[config.mk]
export PLATFORM = sky130hd
export DESIGN_NAME = rom_sig_patch
export DESIGN_NICKNAME = d
export VERILOG_FILES = /design/src/rtl/rom_sig_patch.sv
export SDC_FILE = /design/constraint.sdc
export NUM_CORES = 1
export LEC_CHECK = 0
export CORE_MARGIN = 4
export CORE_UTILIZATION = 48
export DETAILED_ROUTE_END_ITERATION = 6
export GPL_TIMING_DRIVEN = 1
export PLACE_DENSITY_LB_ADDON = 0.08
export SETUP_SLACK_MARGIN = 0.05
export SYNTH_ARGS = -nofsm -noshare
export SYNTH_HDL_FRONTEND = slang
export SYNTH_SLANG_ARGS = --single-unit
export TNS_END_PERCENT = 50
[constraint.sdc]
create_clock -name clk -period 3.6 [get_ports clk]
set_input_delay 0.54 -clock clk [delete_from_list [all_inputs] [get_ports clk]]
set_output_delay 0.54 -clock clk [all_outputs]
set_load 0.005 [all_outputs]
[src/rtl/rom_sig_patch.sv]
module rom_sig_patch #(
  parameter int IMG_AW = 19,
  parameter int SEL_W = 3,
  parameter int CPU_AW = 16,
  parameter logic [15:0] SUB_ID = 16'h0A5C
) (
  input  logic                    clk,
  input  logic                    rst_n,
  input  logic                    scan_dis,
  input  logic [SEL_W-1:0]        img_sel,
  input  logic [CPU_AW-1:0]       cpu_addr,
  input  logic [IMG_AW-1:0]       cpu_rom_addr,
  input  logic                    cpu_rd,
  input  logic [7:0]              rom_data,
  output logic [SEL_W+IMG_AW-1:0] rom_addr,
  output logic [7:0]              cpu_data,
  output logic                    cpu_rst_n,
  output logic                    bus_own
);
  localparam logic [IMG_AW-1:0] LAST = '1;

  typedef enum logic [1:0] {ST_START, ST_SCAN, ST_GIVE, ST_RUN} st_t;

  st_t               st;
  logic [IMG_AW-1:0] scan_addr;
  logic [47:0]       sh;
  logic [CPU_AW-1:0] ptr;
  logic              found;
  logic              hit;
  logic              hit_hi, hit_lo;

  assign hit = sh[47:40] == 8'hEC && sh[39:32] == 8'h9F && sh[15:8] == 8'h83 &&
               sh[7:0] == 8'h12 && rom_data == 8'h34;

  always_ff @(posedge clk or negedge rst_n) begin
    if (!rst_n) begin
      st        <= ST_START;
      scan_addr <= '0;
      sh        <= '0;
      ptr       <= '0;
      found     <= 1'b0;
    end else begin
      case (st)
        ST_START: st <= scan_dis ? ST_GIVE : ST_SCAN;
        ST_SCAN: begin
          sh        <= {sh[39:0], rom_data};
          scan_addr <= scan_addr + 1'b1;
          if (hit) begin
            found <= 1'b1;
            ptr   <= CPU_AW'({sh[31:24], sh[23:16]});
            st    <= ST_GIVE;
          end else if (scan_addr == LAST) begin
            st <= ST_GIVE;
          end
        end
        ST_GIVE: st <= ST_RUN;
        default: st <= ST_RUN;
      endcase
    end
  end

  assign bus_own   = (st == ST_START) || (st == ST_SCAN);
  assign cpu_rst_n = (st == ST_RUN);
  assign rom_addr  = {img_sel, bus_own ? scan_addr : cpu_rom_addr};

  assign hit_hi = cpu_rst_n && found && cpu_rd && cpu_addr == ptr;
  assign hit_lo = cpu_rst_n && found && cpu_rd && cpu_addr == ptr + 1'b1;

  assign cpu_data = hit_hi ? SUB_ID[15:8] : hit_lo ? SUB_ID[7:0] : rom_data;
endmodule


* Word-level counts from Yosys, hierarchy flattened *
Cells that the tools add are included.

storage, ports and cells
  register bits = 86
  output and inout bits = 32
  word-level logic and storage cells = 36

operators by class
  $add $sub $neg = 2
  eq/ne operators = 11
  mux-type cells = 7
  reductions and logical operators = 11

operators with widths
  operator                                                          number
  16-bit == test                                                    2
  8-bit == test (second input constant)                             3
  19-bit by 1-bit adder with 19-bit output (second input constant)  1
  19-bit == test (second input constant)                            1
  19-bit two-way mux                                                1
  16-bit by 1-bit adder with 16-bit output (second input constant)  1
  8-bit two-way mux                                                 2
  8-bit by 5-bit == test with 1-bit output (second input constant)  1
  8-bit by 6-bit == test with 1-bit output (second input constant)  1
  1-bit logical AND                                                 8
  2-bit two-way mux                                                 3
  2-bit case mux with 2 select lines                                1
  3-bit != test (second input constant)                             1
  2-bit by 1-bit == test with 1-bit output (second input constant)  1
  2-bit == test (second input constant)                             1
  2-bit zero test                                                   1
  2-bit AND reduction                                               1
  1-bit logical OR                                                  1

* Depth between registers and ports, before layout *
Gate-level depths: netlist (run 1).

  depth after elaboration = 7
  mapped depth = 8
  gate-level depth less buffers = 7

* Least setup slack after synthesis (run 1) *
Ideal clock, no wire load.

  path type = input to output
  from = in cpu_addr[5]
  to = out cpu_data[1]
  data arrival time = 1.917 ns
  required time = 3.060 ns
  path slack = 1.143 ns
  stages = 6
  path buffers = 0
  path through = xnor2_1 -> or3_1 -> a211o_1 -> a2111oi_4 -> o2111ai_1 -> a21o_1

between the ends
  cells in the longest elaborated chain, start to end = 4

RTL lines
  element              RTL line  source
  start, declared      11        input logic [CPU_AW-1:0] cpu_addr,
  16-bit == test       67        assign hit_lo = cpu_rst_n && found && cpu_rd && cpu_addr == ptr + 1'b1;
  1-bit logical AND    67
  8-bit two-way mux    69        assign cpu_data = hit_hi ? SUB_ID[15:8] : hit_lo ? SUB_ID[7:0] : rom_data;
  8-bit two-way mux *  69
  end, declared        16        output logic [7:0] cpu_data,

Mark *: on every way between the ends. The rest lies on a longest branch, timed or not.

* Final worst setup path (run 1) *
  from = in cpu_addr[7]
  to = out cpu_data[3]

Same word-level chain as after synthesis.

==> impl_metrics.env, run 1 <==
export IMPL_post_cts_setup_buffers=0
export IMPL_slowest_stage="clkdlybuf4s50_1"
export IMPL_power_mw=1.807
export IMPL_leakage_nw=2.616
export IMPL_fmax_mhz=287.3
export IMPL_min_period_ns=3.481
export IMPL_synth_seq_cells=86
export IMPL_grt_first_pass_wirelength_mm=16.79
export IMPL_synth_edf_count=0
export IMPL_worst_slew_pin_slew_ns=1.068
export IMPL_syn_inst=467
export IMPL_grtUsageMet2_pct=28.87
export IMPL_drt_wl_total_mm=10.31
export IMPL_met3_usage_pct=3.786
export IMPL_vias=3497
export IMPL_cts_tree="built"
export IMPL_end_kind="output port"
export IMPL_async_flop_share_pct=100.0
export IMPL_crit_top_cell="clkdlybuf4s50_1"
export IMPL_numCtsBuffers=9
export IMPL_placed_cells=637
export IMPL_fp_dieW_um=104.5
export IMPL_met1_usage_pct=27.12
export IMPL_die_area_um2=10910
export IMPL_final_seq_area_um2=2162
export IMPL_powerDensity_nw_per_um2=325.5
export IMPL_hold_viol=0
export IMPL_cp_depth=8
export IMPL_syn_cell_area_um2=4466
export IMPL_stdcell_count=653
export IMPL_critPathKind="in2out"
export IMPL_grt_pass1_vias=3442
export IMPL_ys_seq_area_share_pct=48.19
export IMPL_fin_nets=592
export IMPL_layout_common_cells="nand2_1 (158), dfrtp_1 (78), clkdlybuf4s50_1 (70)"
export IMPL_grt_busiest_layer="met2"
export IMPL_diodes=0
export IMPL_avgSynthCellArea_um2=9.562
export IMPL_finalWorstSetupSlack_ns=0.1193
export IMPL_path_cells="clkdlybuf4s50_1 -> nor2_1 -> mux2_2 -> o311a_1 -> o21a_1 -> o2111a_2 -> or3_1 -> clkdlybuf4s50_1"
export IMPL_required_ns=3.06
export IMPL_portBuffers=75
export IMPL_core_area_um2=8891
export IMPL_rsz0062_at_grt="true"
export IMPL_hold_class="in2async"
export IMPL_die_h_um=104.5
export IMPL_multi_input_area_um2=2215
export IMPL_status="complete, no violations"
export IMPL_area_growth_pct=24.35
export IMPL_arrival_ns=2.94
export IMPL_final_common_cell="nand2_1"
export IMPL_p_int_mw=1.402
export IMPL_yosysUniqueCellTypes=56
export IMPL_combPwrFrac_pct=8.3
export IMPL_period_share_pct=96.69
export IMPL_setup_tns_final_ns=0
export IMPL_pwr_share_seq_pct=53.4
export IMPL_drt_first_iter_violations=217
export IMPL_antenna_found_initial=0
export IMPL_r2r_cells=7
export IMPL_grt_use_total_pct=18.87
export IMPL_initial_core_util_pct=50.23
export IMPL_finalSetupViolCount=0
export IMPL_clockPowerShare_pct=38.3
export IMPL_gp_congestion=0.8265
export IMPL_firstDrtPassIters=4
export IMPL_slew_viol_final=0
export IMPL_switching_share_pct=22.43
export IMPL_cts_sinks=86
export IMPL_timing_slew_headroom_pct=28.78
export IMPL_vias_per_cell=5.355
export IMPL_fillers=776
export IMPL_worst_setup_path_start_kind="input port"
export IMPL_clkTransAtPathRegs_ns=0.08
export IMPL_drc=0
export IMPL_wl_per_cell_um=15.78
export IMPL_drive_gt1_share_pct=16.33
export IMPL_yosys_warnings=0
export IMPL_ir_drop_v=0.0001719
export IMPL_fin_util_pct=62.45
export IMPL_cts_root_buffer="clkbuf_8"
export IMPL_finClkSkew_ns=0.01295
export IMPL_cts_max_level=3
export IMPL_grt_max_degree=87
export IMPL_ys_flop_type="dfrtp_1"
export IMPL_ant_nets=0
export IMPL_cp_slowest_stage_delay_ns=0.57
export IMPL_hpwl_mm=7.393
export IMPL_dp_slack_ns=0.05431
export IMPL_crit_fanout=4
export IMPL_pin_count=82
export IMPL_switching_power_uw=405.3
export IMPL_gr_total_overflow=0
export IMPL_cp_top_family="buffers and inverters"
export IMPL_drv_cap=0
export IMPL_clk_path_buf_depth=2
export IMPL_path_buf_inv=2
export IMPL_synth_fp_nets=519
export IMPL_worstSkewPairLatency_ns=0.36
export IMPL_row_count=34
## stage by stage
| stage | hold slack (ns) | instance area, um^2 |
|---|---|---|
| final | 0.3614 | 5553 |
| after floorplan | 0.2444 | 4466 |
| after global routing | 0.4346 | 5553 |
| after detailed placement | 0.4654 | 5299 |
| after CTS | 0.4084 | 5512 |
| after global placement | 0.4548 | 5299 |
## Yosys cell counts (2+ instances only)
cell,number,share of area [%]
nand4_1,10,1.4
nand3_1,16,1.8
and3_2,2,0.34
xnor2_1,24,4.7
buf_4,4,0.67
a21oi_1,5,0.56
mux2_2,36,9.1
o2111ai_1,2,0.39
nand4bb_1,2,0.50
and3_1,4,0.56
buf_1,4,0.34
nor2_1,12,1.0
nor2b_1,3,0.42
and2_1,2,0.28
nor3b_1,9,1.5
dfrtp_1,86,48
nand4b_1,2,0.39
inv_1,5,0.42
o21ai_0,6,0.67
and4_4,2,0.50
nor3_1,2,0.22
nand2_1,158,13
nand2b_1,4,0.56
and4_1,3,0.59
ha_1,2,0.56
clkbuf_1,10,0.84
or3_1,4,0.56
or2_2,2,0.28
xor2_1,11,2.2
a21o_1,2,0.34
nor4_1,5,0.70
nor4b_1,4,0.78
## cell families (layout without fill, tap and decap cells)
| kind of cell | count (synthesis) | in the layout | synth area share (%) |
|---|---|---|---|
| AO/OA/AOI/OAI | 27 | 27 | 4.652 |
| adder cells (fa/ha/maj) | 2 | 2 | 0.5603 |
| flip-flops | 86 | 86 | 48.19 |
| buffers and inverters | 26 | 104 | 2.998 |
| AND/OR/NAND/NOR | 254 | 254 | 27.43 |
| XOR/XNOR | 35 | 35 | 6.865 |
| multiplexers | 37 | 37 | 9.302 |
## power by group through the flow
stage / Sequential (mW) / Clock, mW / Combinational, mW
after detailed placement: 0.984 / 0 / 0.151
after floorplan: 0.985 / 0 / 0.0423
after global routing: 0.965 / 0.748 / 0.164
after CTS: 0.965 / 0.715 / 0.152
final: 0.965 / 0.692 / 0.150
after global placement: 0.984 / 0 / 0.149
## worst paths after layout
path | slack [ns] | endpoint | start
setup / recovery | 0.12 | cpu_data[3] | cpu_addr[7]
hold reg to reg | 0.48 | found | found
hold / removal | 0.36 | sh[8] | rst_n
setup reg to reg | 1.20 | ptr[2] | sh[7]
min in group clk | 0.48 | found | found
max in group asynchronous | 2.48 | ptr[6] | rst_n
## routing by layer
metal,share of wire (%),up-vias,routed length (um)
met2,47,72,4805
met1,48,1687,4949
met5,0,-,0
met4,1.3,0,133
met3,4.1,10,418
li1,-,1728,-
## registers in the layout (all words and copies together) (netlist names)
register	flops
scan_addr	19
ptr	16
st	2
found	1
sh	48
## cell type report
| type | instances | share of cell area [%] |
|---|---|---|
| clock buffers | 10 | 2.479 |
| clock inverters | 6 | 1.262 |
| inverters | 5 | 0.3380 |
| multi-input cells | 355 | 39.88 |
| flip-flops and latches | 86 | 38.94 |
| well taps | 108 | 2.434 |
| repair buffers | 83 | 14.67 |
## repair_timing
action,4_1_cts,5_1_grt
hold buffers,0,0
setup endpoints to repair,3,7
pin swaps,0,3
gates resized for setup,5,13
Power figures use the tool's default switching activity.
==> inputs of run 2 (changes only) <==
Settings changed: SLEW_MARGIN set to 20.
==> impl_metrics.env, run 2 (same netlist as run 1, synthesis figures left out) <==
export IMPL_status="complete, no violations"
export IMPL_setup_tns_final_ns=0
export IMPL_slowest_stage="clkdlybuf4s50_1"
export IMPL_gr_total_overflow=0
export IMPL_fillers=776
export IMPL_die_h_um=104.5
export IMPL_worst_slew_pin_slew_ns=0.7700
export IMPL_grt_pass1_vias=3442
export IMPL_diodes=0
export IMPL_grt_use_total_pct=18.87
export IMPL_rsz0062_at_grt="true"
export IMPL_path_cells="clkdlybuf4s50_1 -> xnor2_1 -> nand4_1 -> nor4_1 -> and3_1 -> or3_1 -> clkdlybuf4s50_1"
export IMPL_cts_hold_buf=0
export IMPL_fmax_mhz=287.4
export IMPL_layout_common_cells="nand2_1 (158), dfrtp_1 (78), clkdlybuf4s50_1 (70)"
export IMPL_placed_cell_area_um2=5299
export IMPL_firstDrtPassIters=4
export IMPL_cp_depth=7
export IMPL_final_area_um2=5557
export IMPL_cts_max_level=3
export IMPL_initial_core_util_pct=50.23
export IMPL_gp_congestion=0.8265
export IMPL_hold_viol=0
export IMPL_cts_tree="built"
export IMPL_r2r_cells=7
export IMPL_timing_slew_headroom_pct=48.67
export IMPL_leakage_nw=2.617
export IMPL_drt_wl_total_mm=10.31
export IMPL_core_area_um2=8891
export IMPL_worstSkewPairLatency_ns=0.36
export IMPL_wl_per_cell_um=15.79
export IMPL_pin_count=82
export IMPL_ant_nets=0
export IMPL_post_cts_setup_buffers=0
export IMPL_r2r_slack_ns=1.20
export IMPL_die_area_um2=10910
export IMPL_fin_nets=592
export IMPL_stdcell_count=653
export IMPL_top_regs="sh (48), scan_addr (19), ptr (16)"
export IMPL_slew_viol_final=0
export IMPL_ir_drop_v=0.0001718
export IMPL_vias=3490
export IMPL_reg2reg_to="ptr[2]"
export IMPL_crit_top_cell="clkdlybuf4s50_1"
export IMPL_fin_util_pct=62.50
export IMPL_vias_per_cell=5.345
export IMPL_cp_top_family="simple AND/OR/NAND/NOR gates"
export IMPL_arrival_ns=2.94
export IMPL_drive_gt1_share_pct=16.33
export IMPL_powerDensity_nw_per_um2=325.3
export IMPL_end_kind="output port"
export IMPL_path_buf_inv=2
export IMPL_clk_path_buf_depth=2
export IMPL_dp_slack_ns=0.05431
export IMPL_hold_class="in2async"
export IMPL_portBuffers=75
export IMPL_hpwl_mm=7.393
export IMPL_cts_sinks=86
export IMPL_final_common_cell="nand2_1"
export IMPL_cts_root_buffer="clkbuf_8"
export IMPL_min_period_ns=3.480
export IMPL_grt_max_degree=87
export IMPL_fp_dieW_um=104.5
export IMPL_clkTransAtPathRegs_ns=0.08
export IMPL_drc=0
export IMPL_timing_rr_start="sh[7]"
export IMPL_crit_fanout=8
export IMPL_row_count=34
export IMPL_top_register="sh"
export IMPL_grt_first_pass_wirelength_mm=16.79
export IMPL_finalSetupViolCount=0
export IMPL_finClkSkew_ns=0.01295
export IMPL_antenna_found_initial=0
export IMPL_critPathKind="in2out"
export IMPL_area_growth_pct=24.43
export IMPL_largest_register_ffs=48
export IMPL_drt_first_iter_violations=217
export IMPL_worst_setup_path_start_kind="input port"
export IMPL_required_ns=3.06
export IMPL_cp_slowest_stage_delay_ns=0.49
export IMPL_drv_cap=0
export IMPL_finalWorstSetupSlack_ns=0.1202
export IMPL_placed_cells=637
export IMPL_period_share_pct=96.66
export IMPL_numCtsBuffers=9
-- run 2: cell counts in the layout (fill, tap and decap cells not counted) --
No cell type changed its count.
-- run 2: per-layer routing --
metal / global-route usage, % / wire length [um] / up-vias
met4: 5.603 / 133 / 0
met3: 3.786 / 403 / 10
li1: - / - / 1729
met1: 27.12 / 4978 / 1681
met5: 0 / 0 / -
met2: 28.87 / 4794 / 70
-- run 2: layout make-up --
| type | count | area, um^2 | share of cell area (%) |
|---|---|---|---|
| Inverter | 5 | 18.77 | 0.3378 |
| Clock inverter | 6 | 70.07 | 1.261 |
| Sequential cell | 86 | 2162 | 38.91 |
| Timing Repair Buffer | 83 | 818.3 | 14.73 |
| Clock buffer | 10 | 137.6 | 2.477 |
| Multi-Input combinational cell | 355 | 2215 | 39.86 |
| Tap cell | 108 | 135.1 | 2.432 |
-- run 2: through the flow --
step | total power, mW | hold WS [ns]
after detailed placement | 1.136 | 0.4654
after global placement | 1.134 | 0.4548
after global routing | 1.878 | 0.2625
final | 1.807 | 0.2172
after CTS | 1.832 | 0.4084
after floorplan | 1.027 | 0.2444
-- run 2: timing repair --
item / in CTS / in global routing
pin swaps: 0 / 3
gates resized for setup: 5 / 13
endpoints found under the setup margin: 3 / 7
-- run 2: power breakdown --
part	internal (mW)	leakage, nW	switching (mW)	total [mW]
registers	0.965	1.14	0	0.965
clock network	0.344	0.107	0.347	0.692
logic	0.0933	1.37	0.0575	0.151
-- run 2: worst register-to-register path: stages, from the launching register on --
cell,delay [ns]
dfrtp_1,0.40
nor4b_1,0.33
nand4_1,0.16
nor4_1,0.34
nand4_1,0.28
nor2_2,0.15
buf_4,0.25
mux2_2,0.37
-- run 2: how the worst max path moves through the flow --
stage	start	to	slack, ns
global route	ptr[2]	cpu_data[7]	0.05
finish	cpu_addr[10]	cpu_data[3]	0.12
detailed placement	cpu_addr[5]	cpu_data[6]	0.05
global placement	cpu_addr[5]	cpu_data[6]	0.08
floorplan	cpu_addr[5]	cpu_data[1]	1.14
CTS	cpu_addr[5]	cpu_data[2]	0.05
